**config.mk**
```make
export PLATFORM = sky130hd
export DESIGN_NAME = fp_round_acc_resolver
export DESIGN_NICKNAME = d
export VERILOG_FILES = /design/src/rtl/fp_round_acc_resolver.sv
export SDC_FILE = /design/constraint.sdc
export NUM_CORES = 1
export LEC_CHECK = 0
export BUFFER_PORTS_ARGS = -buffer_cell sky130_fd_sc_hd__buf_2
export CORE_UTILIZATION = 41
export CTS_CLUSTER_DIAMETER = 50
export DETAILED_ROUTE_END_ITERATION = 12
export PLACE_DENSITY_LB_ADDON = 0.3
export SETUP_SLACK_MARGIN = 0.02
export SYNTH_ARGS = -nofsm -noshare
export SYNTH_HDL_FRONTEND = slang
export SYNTH_SLANG_ARGS = --single-unit
```
**constraint.sdc**
```tcl
create_clock -name clk -period 1.6 [get_ports clk]
set_input_delay 0.08 -clock clk [delete_from_list [all_inputs] [get_ports clk]]
set_output_delay 0.08 -clock clk [all_outputs]
set_load 0.01 [all_outputs]
```
**src/rtl/fp_round_acc_resolver.sv**
```systemverilog
module fp_round_acc_resolver #(
  parameter logic [3:0] IMPL_MASK     = 4'b0101,
  parameter bit         ALLOW_UPGRADE = 1'b1,
  parameter int         FLAG_W        = 5
) (
  input  logic              clk,
  input  logic              rst_n,
  input  logic              issue_valid,
  input  logic [2:0]        insn_rm,
  input  logic [1:0]        insn_fmt,
  input  logic              csr_we,
  input  logic [FLAG_W+4:0] csr_wdata,
  output logic [FLAG_W+5:0] csr_rdata,
  output logic              out_valid,
  output logic [2:0]        eff_rm,
  output logic [1:0]        eff_acc,
  output logic [1:0]        eff_fmt,
  output logic              illegal_insn,
  output logic              emu_trap
);
  localparam int RM_LO  = FLAG_W;
  localparam int ACC_LO = FLAG_W + 3;
  localparam logic [2:0] RM_DYN = 3'b111;

  logic [FLAG_W-1:0] flags_q;
  logic [2:0]        frm_q;
  logic [1:0]        acc_q;

  always_ff @(posedge clk) begin
    if (!rst_n) begin
      flags_q <= '0;
      frm_q   <= '0;
      acc_q   <= '0;
    end else if (csr_we) begin
      flags_q <= csr_wdata[FLAG_W-1:0];
      frm_q   <= csr_wdata[RM_LO+2:RM_LO];
      acc_q   <= csr_wdata[ACC_LO+1:ACC_LO];
    end
  end

  logic [1:0] acc_serve;
  logic       acc_ok;

  always_comb begin
    acc_serve = acc_q;
    acc_ok    = IMPL_MASK[acc_q];
    if (!acc_ok && ALLOW_UPGRADE) begin
      for (int m = 3; m >= 0; m--) begin
        if (m > int'(acc_q) && IMPL_MASK[m]) begin
          acc_serve = 2'(m);
          acc_ok    = 1'b1;
        end
      end
    end
  end

  wire [2:0] rm_sel = (insn_rm == RM_DYN) ? frm_q : insn_rm;
  wire       rm_bad = (rm_sel == 3'b101) || (rm_sel == 3'b110) || (rm_sel == 3'b111);

  assign illegal_insn = issue_valid && rm_bad;
  assign emu_trap     = issue_valid && !rm_bad && !acc_ok;
  assign out_valid    = issue_valid && !rm_bad && acc_ok;
  assign eff_rm       = out_valid ? rm_sel : 3'b000;
  assign eff_acc      = out_valid ? acc_serve : 2'b00;
  assign eff_fmt      = out_valid ? insn_fmt : 2'b00;
  assign csr_rdata    = {!acc_ok, acc_q, frm_q, flags_q};

  assert_one_fault_R10: assert property (@(posedge clk) disable iff (!rst_n)
    !(illegal_insn && emu_trap) && !(out_valid && (illegal_insn || emu_trap)));

  assert_served_mode_built_R8: assert property (@(posedge clk) disable iff (!rst_n)
    out_valid |-> IMPL_MASK[eff_acc]);

  assert_never_less_accurate_R7: assert property (@(posedge clk) disable iff (!rst_n)
    out_valid |-> (eff_acc >= csr_rdata[ACC_LO+1:ACC_LO]));

  assert_pulses_need_issue_R11: assert property (@(posedge clk) disable iff (!rst_n)
    !issue_valid |-> !(out_valid || illegal_insn || emu_trap));

  assert_bad_dynamic_R5: assert property (@(posedge clk) disable iff (!rst_n)
    (issue_valid && insn_rm == RM_DYN && csr_rdata[RM_LO+2:RM_LO] >= 3'b101) |-> illegal_insn);

  assert_write_visible_R2: assert property (@(posedge clk) disable iff (!rst_n)
    csr_we |=> (csr_rdata[FLAG_W+4:0] == $past(csr_wdata)));

  assert_status_matches_trap_R12: assert property (@(posedge clk) disable iff (!rst_n)
    emu_trap |-> csr_rdata[FLAG_W+5]);
endmodule

```
# Yosys cells after proc, flatten, opt, wreduce, memory -nomap -nowiden
# Cells that the tools add are included.
# totals
ff_bits	10
in_bits	19
output_inout_bits	21
wordCells	27
# classes
order_cmp	2
n_eq_ne	4
mux	10
reduce_logical	8
# op_table
op	n
$eq A3 B3 Y1 const B	4
$mux W2	4
$mux W3	2
$logic_and A1 B1 Y1	4
$lt A2 B3 Y1 const B	1
$mux W1	3
$bmux W1 S2	1
$gt A2 B2 Y1 const A	1
$logic_not A1 Y1	2
$logic_or A1 B1 Y1	2

# Logic depth before layout (Yosys ltp)
# logic_depth
ltp_word	9
depth_mapped	3
ltp_nobuf	3

# Worst setup path after synthesis
# OpenSTA, ideal clock, no wires.
# synth_path
path_type	reg2out
start	register frm_q[0]
end	output illegal_insn
arrival_ps	948
required_time_ps	1520
slack_ps	572
path_stages_with_launch	3
path_buffers	0
path_cell_list	dfxtp_1 > o21ai_1 > a311oi_1
# synth_via
elab_chain_len	5
elab_cells_between_ends	7
classes_between	eq/ne: 3; mux: 1; reduce/logical: 3
# synth_rtl
item	line	source
from (decl)	26	logic [2:0] frm_q;
from (signal assigned)	36	frm_q <= csr_wdata[RM_LO+2:RM_LO];
$mux W3 (*)	57	wire [2:0] rm_sel = (insn_rm == RM_DYN) ? frm_q : insn_rm;
$eq A3 B3 Y1	58	wire rm_bad = (rm_sel == 3'b101) || (rm_sel == 3'b110) || (rm_sel == 3'b111);
$logic_or A1 B1 Y1	58	
$logic_or A1 B1 Y1 (*)	58	
$logic_and A1 B1 Y1 (*)	60	assign illegal_insn = issue_valid && rm_bad;
to (decl)	18	output logic illegal_insn,
# Every way passes the cells marked *; elsewhere a longest branch is shown, timed or not.

# Final worst setup path
# layout_path
start	register frm_q[0]
end	output eff_rm[1]
# layout_via
elab_chain_len	8
elab_cells_between_ends	10
classes_between	eq/ne: 3; mux: 2; reduce/logical: 5
# layout_rtl
item	line	source
$mux W3 (*)	57	
$eq A3 B3 Y1	58	
$logic_or A1 B1 Y1	58	
$logic_or A1 B1 Y1 (*)	58	
$logic_not A1 Y1 (*)	62	assign out_valid = issue_valid && !rm_bad && acc_ok;
$logic_and A1 B1 Y1 (*) (2 in a row)	62	
$mux W3 (*)	63	assign eff_rm = out_valid ? rm_sel : 3'b000;
to (decl)	15	output logic [2:0] eff_rm,
# Marked as above.

==> reports/results.ini <==
[clock_network]
cts-buffers-inserted=3
clkSinkCount=10
clock_latency_ns=0.25
post-cts-setup-buffer-count=0
clkSlewWorstSetupHoldPaths_ns=0.06
cts_tree=built
clk_root_buffer_cell=sky130_fd_sc_hd__clkbuf_4
h_tree_lvls=1
clock_path_buffers=2
ctsResizeCount=0
ctsHoldBuffers=0

[routing]
route.detailed.drc=0
antenna_violation_net_count_after_detailed_routing=0
vias=524
post_drt_wl_per_cell_um=9.80
vias_per_inst=4.72
routed_wl_um=1090
drt_iter0_drc=7
drt_pass1_iterations=3

[grt]
grt_first_pass_wirelength_um=1590
grt_max_degree=11
globalRoute.totalOverflow=0
initial_antenna_violation_count=0
vias_in_the_first_global_route=393
gr_usage_total_pct=16.0

[yosys]
synth-edff-count=0
synth_ff_type=sky130_fd_sc_hd__dfxtp_1
avgSynthCellArea_um2=9.21
post-synth-top-area-cell=sky130_fd_sc_hd__dfxtp_1
yosysTopAreaCellShare_pct=37.5
number_of_warnings_issued_by_yosys=0
yosys_register_bits=10
synth.top_cells.by_area=sky130_fd_sc_hd__dfxtp_1 (37%), sky130_fd_sc_hd__mux2i_1 (19%), sky130_fd_sc_hd__nor2b_1 (12%)
synth_commonest_cells=sky130_fd_sc_hd__dfxtp_1 (10), sky130_fd_sc_hd__mux2i_1 (10), sky130_fd_sc_hd__nor2b_1 (10), sky130_fd_sc_hd__nand2_1 (6), sky130_fd_sc_hd__nor2_1 (5)
cells_after_synth=58
yosysSeqAreaShare_pct=37.5
synth_fp_nets=77
mappedNetlistArea_um2=534
synthDistinctLibCells=16
synthArstFlopShare_pct=0

[worst_setup_path]
crit_path_max_fanout=8
crit_type=reg2out
setup_crit_start_kind=flip-flop
cp_data_required_time_ns=1.52
worstPathArrival_ns=1.29
crit_path_top_delay_cell=sky130_fd_sc_hd__dfxtp_1
critPathCaptureType=output port
timing.critical_path.buf_inv=1
crit_path_cell_trace=o21ai_1 > a22oi_4 > nor3_2 > buf_2
critPathTopFamily=compound AO/OA/AOI/OAI gates
crit_path_max_incr_delay_ns=0.33

[flow_run]
max_cap_viols=0

[final_layout]
antennaDiodeCount=0
layout-drive-gt1-share_pct=47.4
stdcell_count=111
area_growth_syn_to_layout_pct=40.3
layout.nets=118
finalCoreUtilization_pct=64.8

[place]
number_of_cells_in_the_design_after_placement=108
detailedPlace.worstSlack_ns=0.486
dp.final_hpwl_um=866
io_buffers=38
globalplace.congestion=0.634

[worst_hold_path]
holdCritPathClass=in2reg

[timing]
min_period_over_period_pct=85.4
timing_hold_violations_final=0
endpoints_failing_setup=0
setup-tns-final_ns=0
final.setup_skew_ns=0
grt_setup_unrepaired=no
timing.fmax_mhz=732
period_minus_slack_ns=1.37
slew_viol_final=0
final_critical_path_setup_slack_ns=0.234

[die]
die-height_um=38.1
initial_utilization_pct=46.2
dieWidth_um=38.1
fp-row-count=12
core_area_um2=1160
num_io_pins=40
die_area_um2=1450

[outcome]
outcome=finished, final reports clean

[power]
static-leakage-power_uw=0.000415
powerDensity_nw_per_um2=758
vdd_ir_drop_max_uv=558
power_uw=568

-- per-layer routing --
metal	up-vias	routed length [µm]	global-route usage, %
met5	-	0	0
met4	0	10	10.7
met3	2	111	1.74
met2	31	493	26.7
met1	219	472	19.0
li1	272	-	-
-- kinds of logic (layout without fill, tap and decap cells) --
| logic type | count (synthesis) | count (layout) | synth area share [%] |
|---|---|---|---|
| AND/OR/NAND/NOR | 25 | 25 | 26.2 |
| multiplexers | 10 | 10 | 18.7 |
| flip-flops | 10 | 10 | 37.5 |
| AO/OA/AOI/OAI | 7 | 7 | 11.0 |
| buffers and inverters | 4 | 43 | 4.22 |
| other | 1 | 1 | 0.702 |
| XOR/XNOR | 1 | 1 | 1.64 |
-- path summary, 6_finish.rpt --
path | from | endpoint | slack [ns] | depth (start not counted)
min reg2reg | flags_q[4]$_SDFFE_PN0P_ | flags_q[4]$_SDFFE_PN0P_ | 0.51 | 2
max reg2reg | acc_q[1]$_SDFFE_PN0P_ | acc_q[1]$_SDFFE_PN0P_ | 0.96 | 2
max | frm_q[0]$_SDFFE_PN0P_ | eff_rm[1] | 0.23 | 4
min | csr_wdata[4] | flags_q[4]$_SDFFE_PN0P_ | 0.08 | 3
-- power by group --
part	internal, µW	total, µW	switching [µW]
clock network	86.1	158	72.0
registers	264	275	10.4
logic	66.3	135	69.2
total	416	568	152
-- placed cells by master (no fill, tap or decap) --
cell,netlist,final
sky130_fd_sc_hd__a22oi_4,1,1
sky130_fd_sc_hd__nor3_2,3,3
sky130_fd_sc_hd__xnor2_1,1,1
sky130_fd_sc_hd__o21ai_0,3,3
sky130_fd_sc_hd__o21ai_1,1,1
sky130_fd_sc_hd__mux2i_1,10,10
sky130_fd_sc_hd__dfxtp_1,10,10
sky130_fd_sc_hd__and3_1,1,1
sky130_fd_sc_hd__a311oi_1,1,1
sky130_fd_sc_hd__nor2b_1,10,10
sky130_fd_sc_hd__o21ai_2,1,1
sky130_fd_sc_hd__nor2_1,5,5
sky130_fd_sc_hd__nand2_1,6,6
sky130_fd_sc_hd__clkbuf_4,0,3
sky130_fd_sc_hd__inv_1,2,2
sky130_fd_sc_hd__conb_1,1,1
sky130_fd_sc_hd__buf_2,0,38
-- state kept, by name (all words and copies together) (netlist names) --
signal   cells
flags_q      5
frm_q        3
acc_q        2
-- worst reg2reg max path: stages, from the launching register on --
cell and delay (ns):
sky130_fd_sc_hd__dfxtp_1 0.39, sky130_fd_sc_hd__mux2i_1 0.09, sky130_fd_sc_hd__nor2b_1 0.11
-- through the flow --
stage	hold slack [ns]	cell area (µm²)
floorplan	0.208	534
global placement	0.332	727
detailed placement	0.346	727
CTS	0.0765	749
global route	0.0831	749
finish	0.0848	749
-- cell type report --
type	instances	area [µm²]
timing repair buffer	38	190
clock buffer	3	22.5
multi-input combinational	44	312
inverter	2	7.51
tap	14	17.5
sequential	10	200
fill	98	407
Note: power is estimated with default switching activity, not from simulation.
